==> src/rtl/dmaarb_pkg.sv <==
package dmaarb_pkg;
   typedef enum logic {
      XFER_RD = 1'b0,
      XFER_WR = 1'b1
   } xfer_dir_e;

   function automatic logic dir_opposite(input logic d);
      return ~d;
   endfunction
endpackage

==> src/rtl/dmaarb_lowpick.sv <==
module dmaarb_lowpick #(
   parameter int N = 16
) (
   input  logic [N-1:0] cand,
   output logic [N-1:0] pick,
   output logic         found
);
   logic [N:0] seen;

   assign seen[0] = 1'b0;

   for (genvar i = 0; i < N; i++) begin : g_chain
      assign pick[i]   = cand[i] & ~seen[i];
      assign seen[i+1] = seen[i] | cand[i];
   end

   assign found = seen[N];

   initial begin
      assert (N >= 1) else $error("lowpick: N must be at least 1");
   end
endmodule

==> src/rtl/dmaarb_dirmask.sv <==
module dmaarb_dirmask #(
   parameter int N = 16
) (
   input  logic [N-1:0] req,
   input  logic [N-1:0] dir,
   input  logic         pref,
   input  logic         bias_en,
   output logic [N-1:0] cand
);
   logic [N-1:0] with_flow;
   logic         any_with;

   for (genvar i = 0; i < N; i++) begin : g_mask
      assign with_flow[i] = req[i] & (dir[i] == pref);
   end

   assign any_with = |with_flow;
   // A penalty at least as large as the channel count makes every
   // against-flow request lose to any with-flow request, so the
   // candidate set simply narrows to the with-flow group if non-empty.
   assign cand = (bias_en && any_with) ? with_flow : req;
endmodule

==> src/rtl/dmaarb_flowctr.sv <==
module dmaarb_flowctr
   import dmaarb_pkg::*;
#(
   parameter int CNT_W = 8
) (
   input  logic             clk,
   input  logic             rst_n,
   input  logic             fire,
   input  logic             win_dir,
   input  logic [CNT_W-1:0] period,
   output logic             pref
);
   logic [CNT_W-1:0] cnt_q;
   logic [CNT_W-1:0] budget;
   logic             bias_en;

   assign bias_en = (period != '0);
   assign budget  = (cnt_q == '0) ? period : cnt_q;

   always_ff @(posedge clk or negedge rst_n) begin
      if (!rst_n) begin
         pref  <= XFER_RD;
         cnt_q <= '0;
      end else if (fire) begin
         if (win_dir != pref) begin
            pref  <= win_dir;
            cnt_q <= period;
         end else if (bias_en) begin
            if (budget == CNT_W'(1)) begin
               pref  <= dir_opposite(pref);
               cnt_q <= period;
            end else begin
               cnt_q <= budget - CNT_W'(1);
            end
         end
      end
   end

   a_r6_idle_keeps_pref: assert property (@(posedge clk) disable iff (!rst_n)
      !fire |=> $stable(pref));
   a_r6_idle_keeps_cnt: assert property (@(posedge clk) disable iff (!rst_n)
      !fire |=> $stable(cnt_q));
   a_r5_follow_grant: assert property (@(posedge clk) disable iff (!rst_n)
      (fire && win_dir != pref) |=> (pref == $past(win_dir)));
   a_r7_disabled_no_flip: assert property (@(posedge clk) disable iff (!rst_n)
      (fire && !bias_en && win_dir == pref) |=> $stable(pref));
endmodule

==> src/rtl/dma_dir_arbiter.sv <==
module dma_dir_arbiter
   import dmaarb_pkg::*;
#(
   parameter int NUM_CH = 16,
   parameter int CNT_W  = 8
) (
   input  logic              clk,
   input  logic              rst_n,
   input  logic [NUM_CH-1:0] req,
   input  logic [NUM_CH-1:0] dir,
   input  logic [CNT_W-1:0]  period,
   output logic [NUM_CH-1:0] gnt,
   output logic              gnt_vld,
   output logic              pref_dir
);
   localparam int IDX_W = (NUM_CH > 1) ? $clog2(NUM_CH) : 1;

   logic [NUM_CH-1:0] cand;
   logic [NUM_CH-1:0] win_oh;
   logic              win_any;
   logic              win_dir;
   logic              bias_en;

   initial begin
      assert (NUM_CH >= 2 && NUM_CH <= 64)
         else $error("dma_dir_arbiter: NUM_CH out of range");
      assert (CNT_W >= 1 && CNT_W <= 32)
         else $error("dma_dir_arbiter: CNT_W out of range");
      assert (IDX_W >= 1) else $error("dma_dir_arbiter: bad IDX_W");
   end

   assign bias_en = (period != '0);

   dmaarb_dirmask #(.N(NUM_CH)) u_mask (
      .req     (req),
      .dir     (dir),
      .pref    (pref_dir),
      .bias_en (bias_en),
      .cand    (cand)
   );

   dmaarb_lowpick #(.N(NUM_CH)) u_pick (
      .cand  (cand),
      .pick  (win_oh),
      .found (win_any)
   );

   assign win_dir = |(win_oh & dir);

   dmaarb_flowctr #(.CNT_W(CNT_W)) u_flow (
      .clk     (clk),
      .rst_n   (rst_n),
      .fire    (win_any),
      .win_dir (win_dir),
      .period  (period),
      .pref    (pref_dir)
   );

   always_ff @(posedge clk or negedge rst_n) begin
      if (!rst_n) begin
         gnt     <= '0;
         gnt_vld <= 1'b0;
      end else begin
         gnt     <= win_oh;
         gnt_vld <= win_any;
      end
   end

   a_r9_onehot: assert property (@(posedge clk) disable iff (!rst_n)
      $onehot0(gnt) && (gnt_vld == (gnt != '0)));
   a_r9_granted_was_requested: assert property (@(posedge clk) disable iff (!rst_n)
      (req != '0) |=> (gnt_vld && ((gnt & $past(req)) == gnt)));
   a_r6_idle_no_grant: assert property (@(posedge clk) disable iff (!rst_n)
      (req == '0) |=> (!gnt_vld && gnt == '0));
   a_r2_with_flow_wins: assert property (@(posedge clk) disable iff (!rst_n)
      (bias_en && ((req & ~(dir ^ {NUM_CH{pref_dir}})) != '0))
      |=> ((gnt & ~($past(dir) ^ {NUM_CH{$past(pref_dir)}})) != '0));
   a_r7_plain_priority: assert property (@(posedge clk) disable iff (!rst_n)
      (!bias_en && req != '0) |=> (gnt == ($past(req) & (~$past(req) + 1'b1))));
endmodule

==> config.mk <==
export PLATFORM = sky130hd
export DESIGN_NAME = dma_dir_arbiter
export DESIGN_NICKNAME = d
export VERILOG_FILES = /design/src/rtl/dmaarb_pkg.sv /design/src/rtl/dmaarb_lowpick.sv /design/src/rtl/dmaarb_dirmask.sv /design/src/rtl/dmaarb_flowctr.sv /design/src/rtl/dma_dir_arbiter.sv
export SDC_FILE = /design/constraint.sdc
export NUM_CORES = 1
export LEC_CHECK = 0
export BUFFER_PORTS_ARGS = -buffer_cell sky130_fd_sc_hd__buf_2
export CAP_MARGIN = 20
export CORE_ASPECT_RATIO = 1.5
export CORE_MARGIN = 2
export CORE_UTILIZATION = 56
export CTS_BUF_LIST = sky130_fd_sc_hd__clkbuf_8
export DETAILED_ROUTE_END_ITERATION = 16
export GPL_ROUTABILITY_DRIVEN = 0
export PLACE_DENSITY = 0.83
export SYNTH_ARGS = -nofsm -noshare
export SYNTH_HDL_FRONTEND = slang
export SYNTH_SLANG_ARGS = --single-unit
==> constraint.sdc <==
create_clock -name clk -period 7.8 [get_ports clk]
set_input_delay 0.39 -clock clk [delete_from_list [all_inputs] [get_ports clk]]
set_output_delay 0.39 -clock clk [all_outputs]
set_load 0.01 [all_outputs]
Word level (Yosys, flattened, before mapping)
Cells that the tools add are included.

word-level totals
  register bits = 26
  logic and storage cells = 103
  output and inout port bits = 18

operators by class
  reduce and logical (&&, ||, !) cells = 9
  bitwise logic cells = 63
  muxes and demuxes = 8
  add/sub/neg operators = 1
  equal/unequal tests = 18

operators with widths
  operator                                                                count
  8-bit two-way mux                                                       4
  16-bit OR reduction                                                     2
  1-bit AND                                                               31
  16-bit AND                                                              1
  1-bit equality test                                                     16
  16-bit two-way mux                                                      1
  1-bit NOT                                                               16
  1-bit OR                                                                15
  8-bit by 1-bit equality test with 1-bit output (second input constant)  1
  8-bit zero test                                                         1
  8-bit nonzero test                                                      1
  8-bit by 1-bit subtractor with 8-bit output (second input constant)     1
  2-bit nonzero test                                                      2
  1-bit two-way mux                                                       3
  3-bit AND reduction                                                     1
  2-bit AND reduction                                                     1
  1-bit logical AND                                                       1
  1-bit != test                                                           1

Longest topological paths before layout
  word-level depth = 26
  depth in mapped cells = 20
  gate-level depth less buffers = 17

Cells and area by module
A second synthesis with hierarchy kept.

unflattened totals
  cells, all modules = 235
  area total of the unflattened synthesis = 2112.0 um^2

by module, submodules not included
  module           area each (um^2)  cells each  sequential area each (um^2)  instances
  dmaarb_flowctr   894.6             109         225.2                        1
  dma_dir_arbiter  543.0             29          425.4                        1
  dmaarb_dirmask   444.2             63          0.0                          1
  dmaarb_lowpick   230.2             34          0.0                          1

Worst setup path before layout
Ideal clock, no wire load.

  path type = input port to flip-flop
  from = in req[8]
  to = reg u_flow.cnt_q[5]
  setup slack = 3.790 ns
  required time = 7.680 ns
  library setup time = 0.120 ns
  arrival = 3.891 ns
  stages on the path = 16
  buffers on the path = 2
  cell sequence = a222oi_1 nand4_1 or4_4 a21oi_2 buf_6 o21ai_2 a31o_1 a32oi_2 o41ai_2 a2111o_1 ha_1 o41a_1 clkbuf_1 and3_1 nand3_1 and3_1

between the ends
  longest elaborated chain between the ends = 25

RTL lines
  what                                  RTL line               source
  start: declaration                    dma_dir_arbiter.sv:9   input logic [NUM_CH-1:0] req,
  1-bit AND                             dmaarb_dirmask.sv:14   assign with_flow[i] = req[i] & (dir[i] == pref);
  16-bit OR reduction                   dmaarb_dirmask.sv:17   assign any_with = |with_flow;
  1-bit logical AND                     dmaarb_dirmask.sv:21   assign cand = (bias_en && any_with) ? with_flow : req;
  16-bit two-way mux *                  dmaarb_dirmask.sv:21
  1-bit OR (14 in a row)                dmaarb_lowpick.sv:14   assign seen[i+1] = seen[i] | cand[i];
  1-bit NOT                             dmaarb_lowpick.sv:13   assign pick[i] = cand[i] & ~seen[i];
  1-bit AND                             dmaarb_lowpick.sv:13
  16-bit AND                            dma_dir_arbiter.sv:48  assign win_dir = |(win_oh & dir);
  16-bit OR reduction                   dma_dir_arbiter.sv:48
  1-bit != test                         dmaarb_flowctr.sv:25   if (win_dir != pref) begin
  2-bit nonzero test (no source line)   n/a
  2-bit AND reduction (no source line)  n/a
  end signal: assignment                dmaarb_flowctr.sv:27   cnt_q <= period;
  end signal: assignment                dmaarb_flowctr.sv:31   cnt_q <= period;
  end signal: assignment                dmaarb_flowctr.sv:33   cnt_q <= budget - CNT_W'(1);
  end: declaration                      dmaarb_flowctr.sv:13   logic [CNT_W-1:0] cnt_q;

Mark *: on every way between the ends. The rest lies on a longest branch, timed or not.
A chain may end at the register's enable or synchronous reset.

Worst setup path after layout
  from = reg u_flow.pref
  to = reg u_flow.cnt_q[5]

between the ends
  longest elaborated chain between the ends = 26

RTL lines
  what                                  RTL line               source
  start: declaration                    dmaarb_flowctr.sv:11   output logic pref
  start signal: assignment              dmaarb_flowctr.sv:26   pref <= win_dir;
  start signal: assignment              dmaarb_flowctr.sv:30   pref <= dir_opposite(pref);
  1-bit equality test                   dmaarb_dirmask.sv:14
  1-bit AND                             dmaarb_dirmask.sv:14
  16-bit OR reduction                   dmaarb_dirmask.sv:17
  1-bit logical AND                     dmaarb_dirmask.sv:21
  16-bit two-way mux                    dmaarb_dirmask.sv:21
  1-bit OR (14 in a row)                dmaarb_lowpick.sv:14
  1-bit NOT                             dmaarb_lowpick.sv:13
  1-bit AND                             dmaarb_lowpick.sv:13
  16-bit AND                            dma_dir_arbiter.sv:48
  16-bit OR reduction                   dma_dir_arbiter.sv:48
  1-bit != test                         dmaarb_flowctr.sv:25
  2-bit nonzero test (no source line)   n/a
  2-bit AND reduction (no source line)  n/a

Parallel ways exist; a longest one is shown, timed or not.

==> metrics.txt <==
ys flop type=dfrtp_1; Cell Int Power=466 uW; clock transition at the registers of the reported paths=0.10 ns; Finished Cell Area=2830 um2; Place WS=2.47 ns; delay-heaviest family, CP=compound AO/OA/AOI/OAI gates; # rows=29; clk buf depth=2; # placed instances=408; Logic pwr share=61.3%; Unique masters post-synth=70; Crit-path slowest cell=dfrtp_1; max_cap viols=0; port bufs=59; crit path cell chain=buf_4 > a21boi_0 > nand4_1 > or4_4 > a21oi_2 > o31a_1 > nand2b_1 > a2111o_1 > o22ai_1 > a2111o_1 > ha_1 > o41a_1 > inv_1 > nand2_1 > nor2_1 > a221oi_1 > and3_1; PD cells=308 nW/um2; Pre-antenna DRT Iters=5; Setup Viol. Count Final=0; GR peak layer=met2; first-pass GRT wire length=11,500 um; vias per inst=6.58; vias in the first global route=2,520; post_cts resized=0; number of flops mapped to enable cells by yosys=0; ys async rst share=100%; Root Driver=clkbuf_8; Tmin final=5.48 ns; total number of vias=2,710; critical path type=reg -> reg; htree depth=1; Avg Synthesized Cell Area=7.89 um2; routed wire length=7130 um; reg-to-reg critical path startpoint=u_flow.pref; Hold Vio Cnt, Final=0; CP max stage delay=0.77 ns; RSZ-0062 raised after global routing=false; Detailed Route Iter0 Violations=169; most used cell along the critical path=a2111o_1; RR Endpoint=u_flow.cnt_q[5]; non-filler cells in the finished layout=412; FMAX=0.182 GHz; measured slew at the worst slew-check pin=1.18 ns; I/O pin count=60; Ys Warns=0; Layout area overhead=14.3%; FF+latch count, synth=26; Clk pwr share=13.4%; die area=4980 um2; Total GRT Usage=29.3%; register area=651 um2; Post-layout nets=413; final worst setup slack=2.32 ns; Hold Crit Class=in -> async; Critical Path AT=5.71 ns; crit path max fanout=23; skew final=0.00244 ns; share of layout cells above drive strength 1=22.4%; CTS tree=yes; LEAKAGE=1.29 nW; initial antenna violation count=0; antenna diode count=0; DRC violations left=0; Sequential Power Share=25.2%; synthesized area=2480 um2; Seq/Total Area, Yosys=26.3%; R2R depth=17; Syn Nets=360; Wirelength per Cell=17.3 um; CTS Buf Count=3; grt met2 use=52.4%; core area=4250 um2; CTS sink cnt=26; setup TNS=0 ns; met1 Track Usage GR=32.9%; total power=872 uW; Tcrit/Tclk final=70.3%; CP startpoint kind=register; Worst EP required=8.02 ns; DRT antenna net count=0; WP buf/inv=2; fill cell count=387; Multi-input gate area=1700 um2; commonest cells after routing, fill and taps aside=buf_2, nand2_1, nor2_1; hold buffer count at cts=0; Setup Fix Bufs, Post-CTS=0; Sw Share=46.6%; largest net degree at the start of global routing=27; commonest non-fill, non-tap cell in the layout=buf_2; grt total ovfl=0; CP Capture Type=register; status=completed; Net Sw Power=406 uW; Slew Viols, Final=0; M3 GR Usage=3.51%; DP HPWL=5450 um; Die Wd=58.3 um; Peak VDD IR=0.251 mV; Worst slew margin=20.7%; R2R setup slack=2.32 ns; Die Ht=85.4 um; Initial Util=58.3%; placed cell areas=2760 um2; Syn Inst Count=314; Worst-Skew Late Latency=0.28 ns
synthesized netlist by cell type (all sizes together), types with 4 or more instances:
master / number / area share (%)
a2111oi: 4 / 1.7
a211oi: 7 / 2.3
a21oi: 22 / 4.6
a311oi: 4 / 1.4
a31oi: 11 / 2.8
and2: 4 / 1.0
and3: 4 / 1.0
buf: 9 / 2.7
dfrtp: 26 / 26
ha: 4 / 2.0
inv: 14 / 2.1
mux2i: 6 / 2.4
nand2: 38 / 5.9
nand2b: 4 / 1.0
nand3: 9 / 1.8
nand4: 5 / 1.3
nor2: 30 / 4.6
nor2b: 10 / 2.5
nor3: 7 / 1.4
nor4: 5 / 1.5
o21ai: 19 / 4.0
or2: 5 / 1.4
or3: 7 / 1.8
xnor2: 11 / 3.9
worst reg2reg max path, cell delays in order, from the launching register on:
cell	delay [ns]
dfrtp_1	0.77
buf_4	0.40
a21boi_0	0.24
nand4_1	0.10
or4_4	0.55
a21oi_2	0.44
o31a_1	0.28
nand2b_1	0.22
a2111o_1	0.27
o22ai_1	0.15
a2111o_1	0.39
ha_1	0.37
o41a_1	0.52
inv_1	0.12
nand2_1	0.11
nor2_1	0.08
a221oi_1	0.26
and3_1	0.18
final cells by class:
cell class | instances | share of cell area [%]
sequential | 26 | 23.0
inverter | 14 | 1.86
multi-input combinational | 262 | 59.9
clock buffer | 3 | 1.46
tap | 46 | 2.03
clock inverter | 1 | 1.06
timing repair buffer | 60 | 10.7
metal layers:
metal	share of wire, %	up-vias
met2	51	152
met5	0	-
li1	-	1285
met4	4.8	0
met1	38	1233
met3	6.4	40
power by group through the flow:
stage	clock, mW	combinational, mW	sequential (mW)
final	0.117	0.535	0.220
after CTS	0.120	0.528	0.216
after global placement	0	0.511	0.218
after global routing	0.123	0.591	0.223
after floorplan	0	0.413	0.208
after detailed placement	0	0.526	0.218
worst max-delay path by stage:
stage,start,end,slack [ns],depth (start not counted)
final,u_flow.pref,u_flow.cnt_q[5],2.32,17
after global routing,u_flow.pref,u_flow.cnt_q[5],1.96,17
after CTS,u_flow.pref,u_flow.cnt_q[5],2.45,17
after detailed placement,u_flow.pref,u_flow.cnt_q[5],2.47,17
after global placement,u_flow.pref,u_flow.cnt_q[5],2.65,17
after floorplan,req[8],u_flow.cnt_q[5],3.79,16
stage by stage:
step	hold WS, ns	util, %
4_1_cts	0.126	66.7
3_5_place_dp	0.437	65.0
6_report	0.108	66.7
5_1_grt	0.151	66.7
2_1_floorplan	0.0944	-
3_3_place_gp	0.429	65.0
flip-flops by register name, indices dropped and copies added, names as in the netlist:
register      cells
u_flow.pref       1
gnt_vld           1
u_flow.cnt_q      8
gnt              16
kinds of logic after synthesis:
logic type | share of synthesized area [%]
AND/OR/NAND/NOR | 29.5
AO/OA/AOI/OAI | 29.5
adder cells (fa/ha/maj) | 2.02
buffers and inverters | 5.25
multiplexers | 2.88
XOR/XNOR | 4.60
flip-flops | 26.3
Power figures use the tool's default switching activity.
